$ cat src/rtl/bsa_pkg.sv
package bsa_pkg;

    // Which double-data-rate step the next applied slip performs.
    typedef enum logic {
        STEP_RIGHT1 = 1'b0,
        STEP_LEFT3  = 1'b1
    } step_e;

    localparam int unsigned BSA_DEF_WIDTH  = 8;
    localparam int unsigned BSA_DEF_SETTLE = 4;
    localparam int unsigned BSA_DEF_MATCH  = 8;
    localparam int unsigned BSA_DEF_LAT    = 2;

endpackage

$ cat src/rtl/bsa_rotator.sv
module bsa_rotator #(
    parameter int unsigned W  = 8,
    parameter int unsigned RW = $clog2(W)
) (
    input  logic [W-1:0]  word_i,
    input  logic [RW-1:0] rot_i,
    output logic [W-1:0]  word_o
);

    // Right rotation: output bit g takes input bit (g + rot) mod W.
    for (genvar g = 0; g < W; g++) begin : g_bit
        logic [RW:0]   sum;
        logic [RW:0]   idx;

        always_comb begin
            sum = {1'b0, rot_i} + (RW+1)'(g);
            if (sum >= (RW+1)'(W)) begin
                idx = sum - (RW+1)'(W);
            end else begin
                idx = sum;
            end
        end

        assign word_o[g] = word_i[idx[RW-1:0]];
    end

endmodule

$ cat src/rtl/bsa_slip_ctrl.sv
module bsa_slip_ctrl
    import bsa_pkg::*;
#(
    parameter int unsigned W        = 8,
    parameter bit          DDR_MODE = 1'b1,
    parameter int unsigned SLIP_LAT = 2,
    parameter int unsigned RW       = $clog2(W)
) (
    input  logic          clk,
    input  logic          rst_n,
    input  logic          valid_i,
    input  logic          slip_i,
    output logic [RW-1:0] rot_o,
    output logic          busy_o,
    output logic          accept_o,
    output logic          update_o,
    output logic          step_left_o
);

    localparam int unsigned PW = $clog2(SLIP_LAT + 1);

    typedef struct packed {
        logic [RW-1:0] rot;
        logic [PW-1:0] pend;
        step_e         step;
    } slip_st_t;

    slip_st_t st_d, st_q;
    logic [RW-1:0] rot_next;
    step_e         step_next;

    // Mode variant: double-data-rate alternates +1 / +(W-3), single steps +1.
    if (DDR_MODE) begin : g_ddr
        localparam logic [RW:0] AMT_R = (RW+1)'(1);
        localparam logic [RW:0] AMT_L = (RW+1)'(W - 3);
        logic [RW:0] sum;
        always_comb begin
            sum = {1'b0, st_q.rot} + ((st_q.step == STEP_LEFT3) ? AMT_L : AMT_R);
            if (sum >= (RW+1)'(W)) begin
                sum = sum - (RW+1)'(W);
            end
            rot_next  = sum[RW-1:0];
            step_next = (st_q.step == STEP_LEFT3) ? STEP_RIGHT1 : STEP_LEFT3;
        end
    end else begin : g_sdr
        logic [RW:0] sum;
        always_comb begin
            sum = {1'b0, st_q.rot} + (RW+1)'(1);
            if (sum >= (RW+1)'(W)) begin
                sum = sum - (RW+1)'(W);
            end
            rot_next  = sum[RW-1:0];
            step_next = STEP_RIGHT1;
        end
    end

    always_comb begin
        st_d     = st_q;
        accept_o = 1'b0;
        update_o = 1'b0;
        if (st_q.pend == '0) begin
            if (slip_i) begin
                st_d.pend = PW'(SLIP_LAT);
                accept_o  = 1'b1;
            end
        end else if (valid_i) begin
            st_d.pend = st_q.pend - PW'(1);
            if (st_q.pend == PW'(1)) begin
                st_d.rot  = rot_next;
                st_d.step = step_next;
                update_o  = 1'b1;
            end
        end
    end

    always_ff @(posedge clk) begin
        if (!rst_n) begin
            st_q <= '{rot: '0, pend: '0, step: STEP_RIGHT1};
        end else begin
            st_q <= st_d;
        end
    end

    assign rot_o       = st_q.rot;
    assign busy_o      = (st_q.pend != '0);
    assign step_left_o = (st_q.step == STEP_LEFT3);

endmodule

$ cat src/rtl/bsa_trainer.sv
module bsa_trainer #(
    parameter int unsigned W       = 8,
    parameter int unsigned SETTLE  = 4,
    parameter int unsigned MATCH_N = 8
) (
    input  logic         clk,
    input  logic         rst_n,
    input  logic         train_en_i,
    input  logic [W-1:0] pattern_i,
    input  logic         out_valid_i,
    input  logic [W-1:0] out_word_i,
    input  logic         busy_i,
    input  logic         accept_i,
    input  logic         update_i,
    output logic         slip_o,
    output logic         locked_o
);

    localparam int unsigned SW = $clog2(SETTLE + 1);
    localparam int unsigned MW = (MATCH_N > 1) ? $clog2(MATCH_N) : 1;

    typedef struct packed {
        logic [SW-1:0] settle;
        logic [MW-1:0] mcnt;
        logic          locked;
    } trn_st_t;

    trn_st_t st_d, st_q;
    logic    compare;
    logic    match;

    always_comb begin
        st_d    = st_q;
        compare = train_en_i && out_valid_i && (st_q.settle == '0) && !busy_i;
        match   = (out_word_i == pattern_i);
        slip_o  = compare && !match;

        if (update_i) begin
            st_d.settle = SW'(SETTLE);
        end else if (out_valid_i && (st_q.settle != '0)) begin
            st_d.settle = st_q.settle - SW'(1);
        end

        if (!train_en_i || accept_i) begin
            st_d.locked = 1'b0;
            st_d.mcnt   = '0;
        end else if (compare) begin
            if (!match) begin
                st_d.locked = 1'b0;
                st_d.mcnt   = '0;
            end else if (st_q.mcnt == MW'(MATCH_N - 1)) begin
                st_d.locked = 1'b1;
            end else begin
                st_d.mcnt = st_q.mcnt + MW'(1);
            end
        end
    end

    always_ff @(posedge clk) begin
        if (!rst_n) begin
            st_q <= '0;
        end else begin
            st_q <= st_d;
        end
    end

    assign locked_o = st_q.locked;

endmodule

$ cat src/rtl/bitslip_aligner.sv
module bitslip_aligner
    import bsa_pkg::*;
#(
    parameter int unsigned W        = BSA_DEF_WIDTH,
    parameter bit          DDR_MODE = 1'b1,
    parameter int unsigned SLIP_LAT = BSA_DEF_LAT,
    parameter int unsigned SETTLE   = BSA_DEF_SETTLE,
    parameter int unsigned MATCH_N  = BSA_DEF_MATCH
) (
    input  logic         clk,
    input  logic         rst_n,
    input  logic [W-1:0] in_word,
    input  logic         in_valid,
    input  logic         slip_req,
    input  logic         train_en,
    input  logic [W-1:0] train_pattern,
    output logic [W-1:0] out_word,
    output logic         out_valid,
    output logic         locked
);

    localparam int unsigned RW = $clog2(W);

    typedef struct packed {
        logic [W-1:0] word;
        logic         valid;
    } out_st_t;

    out_st_t       out_d, out_q;
    logic [RW-1:0] rot_w;
    logic          busy_w;
    logic          accept_w;
    logic          update_w;
    logic          step_left_w;
    logic          trn_slip_w;
    logic          slip_any_w;
    logic [W-1:0]  rot_word_w;

    assign slip_any_w = slip_req | trn_slip_w;

    bsa_slip_ctrl #(
        .W(W), .DDR_MODE(DDR_MODE), .SLIP_LAT(SLIP_LAT)
    ) slip_i (
        .clk(clk), .rst_n(rst_n), .valid_i(in_valid), .slip_i(slip_any_w),
        .rot_o(rot_w), .busy_o(busy_w), .accept_o(accept_w),
        .update_o(update_w), .step_left_o(step_left_w)
    );

    bsa_rotator #(.W(W)) rot_i (
        .word_i(in_word), .rot_i(rot_w), .word_o(rot_word_w)
    );

    bsa_trainer #(
        .W(W), .SETTLE(SETTLE), .MATCH_N(MATCH_N)
    ) trn_i (
        .clk(clk), .rst_n(rst_n), .train_en_i(train_en),
        .pattern_i(train_pattern), .out_valid_i(out_q.valid),
        .out_word_i(out_q.word), .busy_i(busy_w), .accept_i(accept_w),
        .update_i(update_w), .slip_o(trn_slip_w), .locked_o(locked)
    );

    always_comb begin
        out_d       = out_q;
        out_d.valid = in_valid;
        if (in_valid) begin
            out_d.word = rot_word_w;
        end
    end

    always_ff @(posedge clk) begin
        if (!rst_n) begin
            out_q <= '0;
        end else begin
            out_q <= out_d;
        end
    end

    assign out_word  = out_q.word;
    assign out_valid = out_q.valid;

endmodule

$ cat config.mk
export PLATFORM = sky130hd
export DESIGN_NAME = bitslip_aligner
export DESIGN_NICKNAME = d
export VERILOG_FILES = /design/src/rtl/bsa_pkg.sv /design/src/rtl/bsa_rotator.sv /design/src/rtl/bsa_slip_ctrl.sv /design/src/rtl/bsa_trainer.sv /design/src/rtl/bitslip_aligner.sv
export SDC_FILE = /design/constraint.sdc
export NUM_CORES = 1
export LEC_CHECK = 0
export BUFFER_PORTS_ARGS = -buffer_cell sky130_fd_sc_hd__buf_2
export CELL_PAD_IN_SITES_DETAIL_PLACEMENT = 0
export CELL_PAD_IN_SITES_GLOBAL_PLACEMENT = 2
export CORE_MARGIN = 8
export CORE_UTILIZATION = 34
export DETAILED_ROUTE_END_ITERATION = 10
export GPL_ROUTABILITY_DRIVEN = 0
export PLACE_DENSITY_LB_ADDON = 0.1
export SLEW_MARGIN = 25
export SYNTH_ARGS = -nofsm -noshare
export SYNTH_HDL_FRONTEND = slang
export SYNTH_SLANG_ARGS = --single-unit
export TNS_END_PERCENT = 10
$ cat constraint.sdc
create_clock -name clk -period 2.5 [get_ports clk]
set_input_delay 0.25 -clock clk [delete_from_list [all_inputs] [get_ports clk]]
set_output_delay 0.25 -clock clk [all_outputs]
set_load 0.005 [all_outputs]
# Yosys cells after proc, flatten, opt, wreduce, memory -nomap -nowiden
# Cells that the tools add are included.
# Widths: inputs -> output; s select.
# totals
ff_bits,22
out_inout_bits,10
# classes
bitwise_logic,3
n_addsub,20
magnitude_cmp,17
n_reduce_logical,21
n_eq_ne,6
mux,41
# ops
operator,n
$mux 3,14
$ge 4x4->1 const B,8
$lt 3x4->1 const B,8
$sub 3x1->3 const B,10
$bmux 1 s3,8
$add 3x3->4 const B,4
$mux 1,16
$add 3x2->4 const B,2
$eq 8x8->1,1
$ne 2x2->1 const B,3
$reduce_and 2->1,3
$reduce_bool 2->1,3
$logic_and 1x1->1,5
$add 3x1->4 const B,1
$add 3x3->4,1
$ge 3x4->1 const B,1
$mux 2,2
$mux 4,1
$reduce_or 2->1,2
$add 3x1->3 const B,1
$eq 3x3->1 const B,1
$logic_not 1->1,3
$logic_not 3->1,1
$reduce_and 3->1,1
other kinds (7),8

# Logic depth before layout (Yosys ltp)
# Gate-level depths: netlist (run 1).
# logic_depth
word_depth,9
ltp_mapped,8

# Cells and area by module
# From an unflattened synthesis (run 1), not the netlist that was laid out.
# unflattened
cells_unflattened,145
hier_area_um2,1570.3
# modules_own_cells
module,n_inst,seq_area_each_um2,cells_per_inst,area_per_inst_um2
bsa_trainer,1,140.1,55,501.7
bsa_rotator,1,0.0,25,380.4
bsa_slip_ctrl,1,120.1,37,352.8
bitslip_aligner,1,180.2,28,335.3

# Least setup slack after synthesis (run 1)
# OpenSTA, ideal clock, no wires.
# synth_path
path_kind,register to register
from,register slip_i.st_q (netlist bit slip_i.rot_o[0])
to,register out_q (netlist bit out_word[7])
path_buffers,2
path_stages_with_launch,9
setup_time_ns,0.117
path_slack_ns,0.514
arrival_time_ns,1.869
required_time_ns,2.383
cell_sequence,dfxtp_1 > clkbuf_8 > inv_1 > ha_1 > clkbuf_8 > or3_1 > mux2i_1 > a211oi_1 > a32o_2
# synth_via
elab_chain_cells,5
# synth_lines
item,line_no,text
from (decl),bsa_slip_ctrl.sv:28,"slip_st_t st_d, st_q;"
from (signal assigned),bsa_slip_ctrl.sv:78,"st_q <= '{rot: '0, pend: '0, step: STEP_RIGHT1};"
from (signal assigned),bsa_slip_ctrl.sv:80,st_q <= st_d;
$add 3x3->4 *,bsa_rotator.sv:16,"sum = {1'b0, rot_i} + (RW+1)'(g);"
$ge 4x4->1 or $sub 3x1->3 (tied branches),"bsa_rotator.sv:17, bsa_rotator.sv:18",
$mux 3 *,bsa_rotator.sv:17,if (sum >= (RW+1)'(W)) begin
$bmux 1 s3 *,bsa_rotator.sv:24,assign word_o[g] = word_i[idx[RW-1:0]];
$mux 1 (not written as such) *,bsa_rotator.sv:24,
to (signal assigned),bitslip_aligner.sv:74,out_q <= out_d;
to (decl),bitslip_aligner.sv:29,"out_st_t out_d, out_q;"
# Mark *: on every way between the ends. The rest lies on a longest branch, timed or not. The select of a mux whose other input is x is not followed.
# A chain may end at the register's enable or synchronous reset.

# Worst setup path after layout (run 1)
# layout_path
from,register slip_i.st_q (netlist bit slip_i.rot_o[0])
to,register out_q (netlist bit out_word[3])
# layout_via
elab_chain_cells,5
# layout_lines
item,line_no
$add 3x2->4 *,bsa_rotator.sv:16
$ge 4x4->1 or $sub 3x1->3 (tied branches),"bsa_rotator.sv:17, bsa_rotator.sv:18"
$mux 3 *,bsa_rotator.sv:17
$bmux 1 s3 *,bsa_rotator.sv:24
$mux 1 (not written as such) *,bsa_rotator.sv:24
# Marks and branches as above.

==> tab_implementation.tex, run 1 <==
\begin{tabular}{lr}
\hline
Metric & Value \\
\hline
\multicolumn{2}{l}{\textbf{Drt}} \\
\quad Average routed wire per standard cell & 15.07 um \\
\quad DRC errors left & 0 \\
\quad Count of TritonRoute iterations in the first routing pass & 4 \\
\quad Vias per Instance & 5.057 \\
\quad Total via count after detailed routing & 1411 \\
\quad Violation count after the first detailed-route iteration & 44 \\
\quad Post-detailed-routing wire length & 4205 um \\
\quad Number of nets with antenna violations after detailed routing & 0 \\
\multicolumn{2}{l}{\textbf{STA}} \\
\quad Worst Max-Slew Pin Slew & 0.7867 ns \\
\quad Worst hold slack after final layout & 0.3013 ns \\
\quad Minimum clock period after layout & 1.955 ns \\
\quad Hold Violations, Final & 0 \\
\quad Layout Skew & 0.003612 ns \\
\quad Max frequency & 0.5115 GHz \\
\quad Portion of the clock cycle consumed by the worst path in the final layout & 78.20\% \\
\quad Unrepaired setup endpoints after global routing & no \\
\quad Worst rel slew slack & 47.48\% \\
\quad Post-route worst setup slack & 0.5451 ns \\
\quad Max-slew violation count & 0 \\
\quad Final number of setup-violating endpoints & 0 \\
\quad Setup TNS & 0 ns \\
\multicolumn{2}{l}{\textbf{Critical path}} \\
\quad Data required time at the worst endpoint & 2.66 ns \\
\quad Data arrival at the endpoint of the critical path & 2.12 ns \\
\quad Reg2reg end & out\_word[3] \\
\quad Startpoint type of the worst setup path & flip-flop \\
\quad Cell depth of the worst flop-to-flop path & 6 \\
\quad Setup CP Type & flip-flop to flip-flop \\
\quad Critical Path Source & slip\_i.rot\_o[0] \\
\quad FF-to-FF setup slack & 0.55 ns \\
\quad Reg-to-Reg Start & slip\_i.rot\_o[0] \\
\quad Critical Path Sink Type & flip-flop \\
\quad Biggest fanout along the worst timing path & 9 \\
\multicolumn{2}{l}{\textbf{CTS}} \\
\quad Clock buffer count from CTS & 3 \\
\quad Root Buffer & clkbuf\_8 \\
\quad Total setup buffers inserted after CTS & 0 \\
\quad Clk Latency, worst-skew pair & 0.26 ns \\
\quad Clock-pin slew on the worst setup and hold paths & 0.08 ns \\
\quad Clock net sink count & 22 \\
\quad Number of gates resized after CTS & 0 \\
\quad CTS tree & built \\
\quad CTS Hold Buffers Added & 0 \\
\quad Number of levels the H-tree was split into & 1 \\
\quad Number of buffers on the longest clock path & 2 \\
\multicolumn{2}{l}{\textbf{Place}} \\
\quad Pre-CTS WS & 0.5672 ns \\
\quad Post-DP HPWL & 3297 um \\
\quad Quantity of I/O buffers inserted on ports & 30 \\
\quad Placed cells & 275 \\
\quad Placed Area & 1893 um2 \\
\multicolumn{2}{l}{\textbf{Global routing}} \\
\quad Global-route wire length before repair & 6955 um \\
\quad Number of global-route vias before repair & 1386 \\
\quad Leftover overflow at the end of global routing & 0 \\
\quad Maximum number of pins on one net before global-route repair & 19 \\
\quad Number of antenna violations at the first check in global routing & 0 \\
\quad Global-route usage over all layers & 11.59\% \\
\multicolumn{2}{l}{\textbf{Synthesis}} \\
\quad Number of synthesized register bits & 22 \\
\quad Leading area contributor after synthesis & dfxtp\_1 \\
\quad Seq/Total Area, Yosys & 25.64\% \\
\quad Cell count after synthesis & 182 \\
\quad Top post-synthesis cells by area & dfxtp\_1 (26\%), mux4\_2 (13\%), mux2i\_1 (6.4\%) \\
\quad EDFF count, synth & 0 \\
\quad Synth Area per Inst & 9.439 um2 \\
\quad Most common flop cell mapped by yosys & dfxtp\_1 \\
\quad Asr flop ratio synth & 0\% \\
\quad Area share of the largest cell type after synthesis & 25.64\% \\
\quad Yosys Warn Count & 0 \\
\quad Number of distinct library cells after synthesis & 38 \\
\quad Netlist area before placement & 1718 um2 \\
\quad Post-synth net total & 211 \\
\multicolumn{2}{l}{\textbf{Hold path}} \\
\quad Start point of the worst min-delay path & slip\_req \\
\quad Worst hold path depth & 4 \\
\quad Classification of the worst-slack hold path & input port to flip-flop \\
\quad Endpoint of the worst hold-timing path & slip\_i.st\_q[1] \\
\multicolumn{2}{l}{\textbf{Power and ir drop}} \\
\quad Part of the total power dissipated in sequential elements & 45.5\% \\
\quad NetSw & 0.2510 mW \\
\quad Maximum vdd ir drop & 182.6 uV \\
\quad Power per Cell Area & 438.2 nW/um2 \\
\quad Static Leakage & 0.8060 nW \\
\quad Combinational power share & 24.1\% \\
\quad Sw Share & 29.40\% \\
\quad Internal Power & 0.6027 mW \\
\quad Fraction of power consumed by the clock network & 30.4\% \\
\quad Power, Total & 0.8537 mW \\
\multicolumn{2}{l}{\textbf{Final layout}} \\
\quad Non-filler cells, final & 279 \\
\quad Area of the multi-input gates & 1155 um2 \\
\quad Post-synthesis to final-layout area growth & 13.40\% \\
\quad FF+latch area & 440.4 um2 \\
\quad Diodes inserted & 0 \\
\quad Count of nets after finishing & 239 \\
\quad Total of fill cells in the finished design & 502 \\
\quad Layout cell share with drive strength beyond 1 & 26.79\% \\
\quad Area of all placed cells without fillers & 1948 um2 \\
\quad Final cell utilization of the core & 39.14\% \\
\multicolumn{2}{l}{\textbf{Floorplanning}} \\
\quad Count of pins on the block boundary & 31 \\
\quad Initial cell density of the core & 34.51\% \\
\quad Die ar. & 7583 um2 \\
\quad Die Ht & 87.08 um \\
\quad Placement row count & 26 \\
\quad Width of the die & 87.08 um \\
\quad Core Area & 4977 um2 \\
\multicolumn{2}{l}{\textbf{Run status}} \\
\quad Run status & finished clean \\
\multicolumn{2}{l}{\textbf{Run}} \\
\quad Total of max-cap violations & 0 \\
\hline
\end{tabular}
-- logic make-up after synthesis --
group	after synthesis	share of synthesized area, %
xor gates and xnor gates	17	10.20
DFF	22	25.64
AOI/OAI and AO/OA	29	10.92
adders and majority gates	8	5.827
and+or+nand+nor	65	20.76
buffers and inverters	20	7.137
muxes	21	19.52
-- critical path, stage by stage, from the launching register on --
cell	delay, ns
dfxtp_1	0.33
inv_1	0.09
ha_1	0.43
or3_2	0.50
mux2i_1	0.17
a211oi_1	0.07
a32o_1	0.25
-- layout make-up --
cell class / count / share of cell area, %
multi-input combinational: 140 / 59.28
sequential: 22 / 22.61
timing repair buffer: 33 / 8.863
tap: 70 / 4.496
clock buffer: 4 / 2.826
inverter: 10 / 1.927
-- sequential cells by signal, summed over array words and instances (netlist names) --
name,count
slip_i.rot_o,3
trn_i.locked_o,1
trn_i.st_q,6
slip_i.st_q,2
out_word,8
slip_i.step_left_o,1
out_valid,1
-- synthesized netlist by cell type, types with 5 or more instances --
library cell / n
inv_1: 10
xor2_1: 10
o21ai_0: 9
ha_1: 8
nand2_1: 26
mux2i_1: 11
mux4_2: 10
nor2_1: 6
a21oi_1: 5
nand3_1: 6
xnor2_1: 5
dfxtp_1: 22
-- layer usage --
layer | global-route usage [%] | vias to the layer above | part of all wire [%]
met5 | 0 | - | 0
met4 | 3.756 | 0 | 1.3
met3 | 2.264 | 6 | 2.9
met2 | 19.43 | 25 | 48
met1 | 14.41 | 669 | 48
li1 | - | 711 | -
-- how the worst max path moves through the flow --
stage / slack [ns] / end
after detailed placement: 0.57 / out_word[3]
final: 0.55 / out_word[3]
after global routing: 0.40 / out_word[7]
after floorplan: 0.51 / out_word[7]
after global placement: 0.61 / out_word[7]
after CTS: 0.55 / out_word[3]
-- power by group through the flow --
stage               Clock (mW)  Sequential, mW  Combinational, mW
global placement             0           0.395              0.205
finish                   0.260           0.388              0.206
floorplan                    0           0.394              0.143
CTS                      0.276           0.389              0.208
detailed placement           0           0.397              0.207
global route             0.285           0.392              0.229
-- layout by cell type, fill, tap and decap left out --
master	instances
a211oi_1	3
a21boi_0	2
a21oi_1	5
a31oi_1	4
a32o_1	1
a32o_2	1
and2_1	3
and2b_2	2
buf_2	30
buf_4	3
clkbuf_8	4
dfxtp_1	22
ha_1	8
inv_1	10
mux2i_1	11
mux4_2	10
nand2_1	26
nand2b_1	2
nand3_1	6
nand3b_1	2
nand4_1	4
nor2_1	6
nor2b_1	2
nor3_1	3
nor4_1	3
nor4_4	2
nor4b_1	1
o211ai_1	3
o21ai_0	9
o221a_2	1
or3_1	2
or3_2	1
xnor2_1	5
xnor2_2	1
xor2_1	10
xor2_4	1
No activity file was read; power rests on OpenSTA's default activity.
==> run 2, diff against run 1 <==
- clock period: 2.5 -> 1.9 ns (I/O delays scaled with it)
==> run 2 against run 1 <==
Net effect: setup slack worse by 0.42 ns; design area is 3.1% higher; critical endpoint is now out_word[7]; combinational power is 36% higher; sequential share of layout area is 0.57 points lower; utilization is 1.2 points higher; critical path depth stayed put; worst hold slack worse by 0.042 ns; wire length is 1.3% higher.
==> tab_implementation.tex, run 2 (synthesis gave the netlist of run 1 again) <==
\begin{tabular}{lr}
\hline
Metric & Value \\
\hline
\multicolumn{2}{l}{\textbf{Place}} \\
\quad Quantity of I/O buffers inserted on ports & 30 (unchanged) \\
\quad Placed cells & 278 (was 275) \\
\quad Pre-CTS WS & 0.1463 ns (was 0.5672 ns) \\
\quad Post-DP HPWL & 3318 um (was 3297 um) \\
\quad Placed Area & 1929 um2 (was 1893 um2) \\
\multicolumn{2}{l}{\textbf{CTS}} \\
\quad Number of levels the H-tree was split into & 1 (unchanged) \\
\quad Clock-pin slew on the worst setup and hold paths & 0.09 ns (was 0.08 ns) \\
\quad Clk Latency, worst-skew pair & 0.27 ns (was 0.26 ns) \\
\quad CTS Hold Buffers Added & 0 (unchanged) \\
\quad Root Buffer & clkbuf\_8 (unchanged) \\
\quad CTS tree & built (unchanged) \\
\quad Number of buffers on the longest clock path & 2 (unchanged) \\
\quad Clock buffer count from CTS & 3 (unchanged) \\
\quad Clock net sink count & 22 (unchanged) \\
\multicolumn{2}{l}{\textbf{Global routing}} \\
\quad Global-route wire length before repair & 7217 um (was 6955 um) \\
\quad Number of global-route vias before repair & 1506 (was 1386) \\
\quad Maximum number of pins on one net before global-route repair & 19 (unchanged) \\
\quad Number of antenna violations at the first check in global routing & 0 (unchanged) \\
\quad Leftover overflow at the end of global routing & 0 (unchanged) \\
\quad Global-route usage over all layers & 12.03\% (was 11.59\%) \\
\multicolumn{2}{l}{\textbf{Floorplanning}} \\
\quad Width of the die & 87.08 um (unchanged) \\
\quad Count of pins on the block boundary & 31 (unchanged) \\
\quad Core Area & 4977 um2 (unchanged) \\
\quad Placement row count & 26 (unchanged) \\
\quad Die ar. & 7583 um2 (unchanged) \\
\quad Initial cell density of the core & 34.51\% (unchanged) \\
\quad Die Ht & 87.08 um (unchanged) \\
\multicolumn{2}{l}{\textbf{Drt}} \\
\quad Count of TritonRoute iterations in the first routing pass & 4 (unchanged) \\
\quad Routed met1 length & 1892 um (was 2011 um) \\
\quad Top Layer Used & met4 (unchanged) \\
\quad Met3 wirelength from detailed routing & 220 um (was 123 um) \\
\quad Number of nets with antenna violations after detailed routing & 0 (unchanged) \\
\quad Post-detailed-routing wire length & 4259 um (was 4205 um) \\
\quad Average routed wire per standard cell & 15.05 um (was 15.07 um) \\
\quad Violation count after the first detailed-route iteration & 32 (was 44) \\
\quad Total via count after detailed routing & 1451 (was 1411) \\
\quad DRC errors left & 0 (unchanged) \\
\quad Vias per Instance & 5.127 (was 5.057) \\
\quad Met2 wire len & 2093 um (was 2016 um) \\
\multicolumn{2}{l}{\textbf{Final layout}} \\
\quad Total of fill cells in the finished design & 522 (was 502) \\
\quad Largest register FFs & 8 (unchanged) \\
\quad FF+latch area & 442.9 um2 (was 440.4 um2) \\
\quad Area of the multi-input gates & 1167 um2 (was 1155 um2) \\
\quad Leading cell types in the layout, fill and taps excluded & buf\_2 (30), nand2\_1 (26), dfxtp\_1 (20) (was buf\_2 (30), nand2\_1 (26), dfxtp\_1 (22)) \\
\quad Most common library cell in the layout ignoring fill and taps & buf\_2 (unchanged) \\
\quad Diodes inserted & 0 (unchanged) \\
\quad Non-filler cells, final & 283 (was 279) \\
\quad Layout cell share with drive strength beyond 1 & 30.05\% (was 26.79\%) \\
\quad Post-synthesis to final-layout area growth & 16.97\% (was 13.40\%) \\
\quad Count of nets after finishing & 243 (was 239) \\
\quad Area of all placed cells without fillers & 2009 um2 (was 1948 um2) \\
\quad Final cell utilization of the core & 40.37\% (was 39.14\%) \\
\multicolumn{2}{l}{\textbf{Power and ir drop}} \\
\quad Static Leakage & 0.8343 nW (was 0.8060 nW) \\
\quad NetSw & 0.3504 mW (was 0.2510 mW) \\
\quad Power, Total & 1.247 mW (was 0.8537 mW) \\
\quad Combinational power share & 22.4\% (was 24.1\%) \\
\quad Part of the total power dissipated in sequential elements & 40.9\% (was 45.5\%) \\
\quad Fraction of power consumed by the clock network & 36.7\% (was 30.4\%) \\
\quad Power per Cell Area & 620.6 nW/um2 (was 438.2 nW/um2) \\
\quad Internal Power & 0.8968 mW (was 0.6027 mW) \\
\quad Maximum vdd ir drop & 293.3 uV (was 182.6 uV) \\
\quad Sw Share & 28.09\% (was 29.40\%) \\
\multicolumn{2}{l}{\textbf{Critical path}} \\
\quad FF-to-FF setup slack & 0.13 ns (was 0.55 ns) \\
\quad Critical Path, Cell by Cell & inv\_2 > ha\_4 > or3\_2 > mux2i\_1 > a211oi\_1 > a32o\_2 (was inv\_1 > ha\_1 > or3\_2 > mux2i\_1 > a211oi\_1 > a32o\_1) \\
\quad Critical Path Sink Type & flip-flop (unchanged) \\
\quad Largest stage delay on the critical path & 0.46 ns (was 0.50 ns) \\
\quad CP delay by family, top & simple AND/OR/NAND/NOR gates (unchanged) \\
\quad Startpoint type of the worst setup path & flip-flop (unchanged) \\
\quad Setup CP Type & flip-flop to flip-flop (unchanged) \\
\quad Biggest fanout along the worst timing path & 8 (was 9) \\
\quad Slowest cell on the critical path & or3\_2 (unchanged) \\
\quad Data required time at the worst endpoint & 2.07 ns (was 2.66 ns) \\
\quad Reg2reg end & out\_word[7] (was out\_word[3]) \\
\quad Data arrival at the endpoint of the critical path & 1.95 ns (was 2.12 ns) \\
\quad Cell depth of the worst flop-to-flop path & 6 (unchanged) \\
\quad Worst Path Buf+Inv & 1 (unchanged) \\
\quad Reg-to-Reg Start & slip\_i.rot\_o[0] (unchanged) \\
\multicolumn{2}{l}{\textbf{STA}} \\
\quad Worst hold slack after final layout & 0.2596 ns (was 0.3013 ns) \\
\quad Post-route worst setup slack & 0.1252 ns (was 0.5451 ns) \\
\quad Minimum clock period after layout & 1.775 ns (was 1.955 ns) \\
\quad Hold Violations, Final & 0 (unchanged) \\
\quad Worst rel slew slack & 74.41\% (was 47.48\%) \\
\quad Layout Skew & 0.001934 ns (was 0.003612 ns) \\
\quad Unrepaired setup endpoints after global routing & no (unchanged) \\
\quad Portion of the clock cycle consumed by the worst path in the final layout & 93.41\% (was 78.20\%) \\
\quad Setup TNS & 0 ns (unchanged) \\
\quad Max frequency & 0.5634 GHz (was 0.5115 GHz) \\
\quad Max-slew violation count & 0 (unchanged) \\
\quad Worst Max-Slew Pin Slew & 0.3809 ns (was 0.7867 ns) \\
\quad Final number of setup-violating endpoints & 0 (unchanged) \\
\multicolumn{2}{l}{\textbf{Hold path}} \\
\quad Worst hold path depth & 4 (unchanged) \\
\quad Classification of the worst-slack hold path & input port to flip-flop (unchanged) \\
\quad Start point of the worst min-delay path & slip\_req (unchanged) \\
\quad Endpoint of the worst hold-timing path & slip\_i.st\_q[1] (unchanged) \\
\multicolumn{2}{l}{\textbf{Run}} \\
\quad Total of max-cap violations & 0 (unchanged) \\
\multicolumn{2}{l}{\textbf{Run status}} \\
\quad Run status & finished clean (unchanged) \\
\hline
\end{tabular}
run 2: cell types whose count changed in the layout (fill, tap and decap cells not counted), sizes merged:
cell,before,now
buf,33,37
bufinv,0,1
clkbuf,4,3
run 2: worst reg2reg max path: stages (launching register included):
cell and delay (ns):
dfxtp_2 0.33, inv_2 0.13, ha_4 0.25, or3_2 0.46
mux2i_1 0.17, a211oi_1 0.08, a32o_2 0.26
run 2: metal layers:
| metal | global-route usage (%) | vias to the layer above |
|---|---|---|
| met5 | 0 | - |
| met4 | 4.382 | 0 |
| met3 | 3.019 | 5 |
| met2 | 20.96 | 28 |
| met1 | 13.79 | 698 |
| li1 | - | 720 |
run 2: what timing repair did:
item | CTS | global route
endpoints found under the setup margin | 0 | 2
resized for setup | 0 | 1
setup buffers | 0 | 1
run 2: power groups by stage:
stage	registers, mW	clock network [mW]	logic [mW]
4_1_cts	0.511	0.472	0.280
6_report	0.510	0.458	0.280
2_1_floorplan	0.519	0	0.190
3_5_place_dp	0.522	0	0.278
3_3_place_gp	0.520	0	0.270
5_1_grt	0.515	0.493	0.313
run 2: worst max-delay path by stage:
stage	from	end	slack [ns]	depth (start not counted)
floorplan	slip_i.rot_o[0]	out_word[7]	0.06	8
global placement	slip_i.rot_o[2]	out_word[7]	0.18	4
detailed placement	trn_i.st_q[4]	trn_i.st_q[3]	0.15	7
CTS	trn_i.st_q[4]	trn_i.st_q[3]	0.13	7
global route	slip_i.st_q[1]	slip_i.rot_o[2]	0.06	5
finish	slip_i.rot_o[0]	out_word[7]	0.13	6
run 2: cell type report:
class / instances / area share (%)
Clock buffer: 3 / 2.055
Clock inverter: 1 / 1.494
Inverter: 10 / 1.868
Multi-Input combinational cell: 140 / 58.09
Sequential cell: 22 / 22.04
Tap cell: 70 / 4.359
Timing Repair Buffer: 37 / 10.09
==> run 3, diff against run 2 <==
- BUFFER_PORTS_ARGS: -buffer_cell sky130_fd_sc_hd__buf_2 -> not set
- CORE_UTILIZATION: 34 -> 39
- CTS_BUF_LIST: not set -> sky130_fd_sc_hd__clkbuf_16
- DONT_BUFFER_PORTS: not set -> 1
==> run 3 against run 2 <==
Net effect: design area decreased by 8.6%; global-route usage is 0.60 points higher; sequential share of layout area is 2.1 points higher; count of clock-buffer cells in the layout unchanged; cell count down 17%; register-to-register slack barely moved; utilization up 2.4 points; sequential power rose by 1%; critical path type unchanged.
==> tab_implementation.tex, run 3 (synthesis gave the netlist of run 1 again) <==
\begin{tabular}{lr}
\hline
Metric & Value \\
\hline
\multicolumn{2}{l}{\textbf{Run status}} \\
\quad Run status & finished clean (unchanged) \\
\multicolumn{2}{l}{\textbf{Final layout}} \\
\quad Leading cell types in the layout, fill and taps excluded & nand2\_1 (26), dfxtp\_1 (20), mux2i\_1 (11) (was buf\_2 (30), nand2\_1 (26), dfxtp\_1 (20)) \\
\quad Area of all placed cells without fillers & 1837 um2 (was 2009 um2) \\
\quad Count of nets after finishing & 212 (was 243) \\
\quad Diodes inserted & 0 (unchanged) \\
\quad Most common library cell in the layout ignoring fill and taps & nand2\_1 (was buf\_2) \\
\quad Post-synthesis to final-layout area growth & 6.919\% (was 16.97\%) \\
\quad Layout cell share with drive strength beyond 1 & 17.58\% (was 30.05\%) \\
\quad Largest register FFs & 8 (unchanged) \\
\multicolumn{2}{l}{\textbf{Power and ir drop}} \\
\quad Static Leakage & 0.7053 nW (was 0.8343 nW) \\
\quad Maximum vdd ir drop & 301.4 uV (was 293.3 uV) \\
\quad Power per Cell Area & 646.1 nW/um2 (was 620.6 nW/um2) \\
\multicolumn{2}{l}{\textbf{Critical path}} \\
\quad Critical Path Sink Type & flip-flop (unchanged) \\
\quad Data required time at the worst endpoint & 2.05 ns (was 2.07 ns) \\
\quad Data arrival at the endpoint of the critical path & 1.92 ns (was 1.95 ns) \\
\quad Biggest fanout along the worst timing path & 6 (was 8) \\
\quad Setup CP Type & flip-flop to flip-flop (unchanged) \\
\quad Startpoint type of the worst setup path & flip-flop (unchanged) \\
\multicolumn{2}{l}{\textbf{Floorplanning}} \\
\quad Die Ht & 82.37 um (was 87.08 um) \\
\quad Placement row count & 24 (was 26) \\
\quad Core Area & 4294 um2 (was 4977 um2) \\
\quad Width of the die & 82.37 um (was 87.08 um) \\
\quad Count of pins on the block boundary & 31 (unchanged) \\
\quad Initial cell density of the core & 40.01\% (was 34.51\%) \\
\quad Die ar. & 6785 um2 (was 7583 um2) \\
\multicolumn{2}{l}{\textbf{Place}} \\
\quad Post-DP HPWL & 3182 um (was 3318 um) \\
\quad Quantity of I/O buffers inserted on ports & 0 (was 30) \\
\quad Placed Area & 1757 um2 (was 1929 um2) \\
\quad Pre-CTS WS & 0.1192 ns (was 0.1463 ns) \\
\multicolumn{2}{l}{\textbf{STA}} \\
\quad Final number of setup-violating endpoints & 0 (unchanged) \\
\quad Hold Violations, Final & 0 (unchanged) \\
\quad Unrepaired setup endpoints after global routing & no (unchanged) \\
\quad Max-slew violation count & 0 (unchanged) \\
\quad Worst rel slew slack & 74.80\% (was 74.41\%) \\
\quad Setup TNS & 0 ns (unchanged) \\
\quad Layout Skew & 0.004178 ns (was 0.001934 ns) \\
\quad Post-route worst setup slack & 0.1262 ns (was 0.1252 ns) \\
\quad Worst Max-Slew Pin Slew & 0.3780 ns (was 0.3809 ns) \\
\quad Minimum clock period after layout & 1.774 ns (was 1.775 ns) \\
\quad Max frequency & 0.5638 GHz (was 0.5634 GHz) \\
\quad Portion of the clock cycle consumed by the worst path in the final layout & 93.36\% (was 93.41\%) \\
\multicolumn{2}{l}{\textbf{CTS}} \\
\quad Root Buffer & clkbuf\_16 (was clkbuf\_8) \\
\quad CTS tree & built (unchanged) \\
\quad Clock net sink count & 22 (unchanged) \\
\quad Number of buffers on the longest clock path & 2 (unchanged) \\
\quad CTS Hold Buffers Added & 0 (unchanged) \\
\quad Clock-pin slew on the worst setup and hold paths & 0.06 ns (was 0.09 ns) \\
\quad Number of levels the H-tree was split into & 1 (unchanged) \\
\quad Total setup buffers inserted after CTS & 0 (unchanged) \\
\quad Clk Latency, worst-skew pair & 0.25 ns (was 0.27 ns) \\
\quad Clock buffer count from CTS & 3 (unchanged) \\
\multicolumn{2}{l}{\textbf{Global routing}} \\
\quad Leftover overflow at the end of global routing & 0 (unchanged) \\
\quad Global-route wire length before repair & 6617 um (was 7217 um) \\
\quad Global-route usage over all layers & 12.63\% (was 12.03\%) \\
\quad Maximum number of pins on one net before global-route repair & 19 (unchanged) \\
\quad Number of antenna violations at the first check in global routing & 0 (unchanged) \\
\quad Number of global-route vias before repair & 1284 (was 1506) \\
\multicolumn{2}{l}{\textbf{Hold path}} \\
\quad Classification of the worst-slack hold path & input port to flip-flop (unchanged) \\
\multicolumn{2}{l}{\textbf{Drt}} \\
\quad Number of nets with antenna violations after detailed routing & 0 (unchanged) \\
\quad Vias per Instance & 5.615 (was 5.127) \\
\quad Count of TritonRoute iterations in the first routing pass & 5 (was 4) \\
\quad Post-detailed-routing wire length & 4038 um (was 4259 um) \\
\quad DRC errors left & 0 (unchanged) \\
\quad Violation count after the first detailed-route iteration & 37 (was 32) \\
\quad Total via count after detailed routing & 1314 (was 1451) \\
\quad Average routed wire per standard cell & 17.26 um (was 15.05 um) \\
\multicolumn{2}{l}{\textbf{Run}} \\
\quad Total of max-cap violations & 0 (unchanged) \\
\hline
\end{tabular}
run 3: cell types whose count changed in the layout (fill, tap and decap cells not counted):
cell / delta
bufinv_16: -1
clkbuf_16: +3
buf_4: -1
clkinv_1: +1
buf_2: -30
clkbuf_8: -3
run 3: final timing paths:
| path | from | to | slack (ns) | cells after the start |
|---|---|---|---|---|
| setup / recovery | slip_i.rot_o[0] | out_word[3] | 0.13 | 6 |
| hold / removal | in_valid | out_word[5] | 0.02 | 1 |
| setup reg to reg | slip_i.rot_o[0] | out_word[3] | 0.13 | 6 |
| hold reg to reg | trn_i.st_q[3] | trn_i.st_q[3] | 0.48 | 2 |
run 3: critical path, stage by stage, from the launching register on:
cell and delay [ns]:
dfxtp_2 0.36, inv_2 0.08, ha_4 0.27, or3_2 0.47
mux2i_1 0.16, a211oi_1 0.07, a32o_1 0.26
run 3: final cells by class:
class                   count  area [um2]
fillers                   429        2457
multi-input cells         140        1167
flip-flops and latches     22       442.9
clock buffers               3       75.07
well taps                  52       65.06
repair buffers              6       45.04
inverters                  10       37.54
clock inverters             1       3.754
run 3: power breakdown:
part	switching, mW	internal, mW
Clock	0.175	0.281
Combinational	0.113	0.102
Sequential	0.0263	0.489
run 3: timing repair:
action | CTS | global route
resized for setup | 0 | 1
endpoints found under the setup margin | 0 | 1
endpoints found under the hold margin | 0 | 0
run 3: per-stage QoR:
| step | hold slack (ns) | utilization (%) | instances | total power [mW] |
|---|---|---|---|---|
| 2_1_floorplan | 0.3991 | - | 182 | 0.7082 |
| 3_3_place_gp | 0.2853 | 40.91 | 230 | 0.7396 |
| 3_5_place_dp | 0.2860 | 40.91 | 230 | 0.7445 |
| 4_1_cts | 0.01199 | 42.74 | 234 | 1.203 |
| 5_1_grt | 0.01088 | 42.77 | 234 | 1.249 |
| 6_report | 0.01722 | 42.77 | 234 | 1.187 |
run 3: routing by layer:
metal	routed length [um]	GRT usage [%]
met5	0	0
met4	33	4.211
met3	251	3.463
met2	2103	21.69
met1	1649	14.79
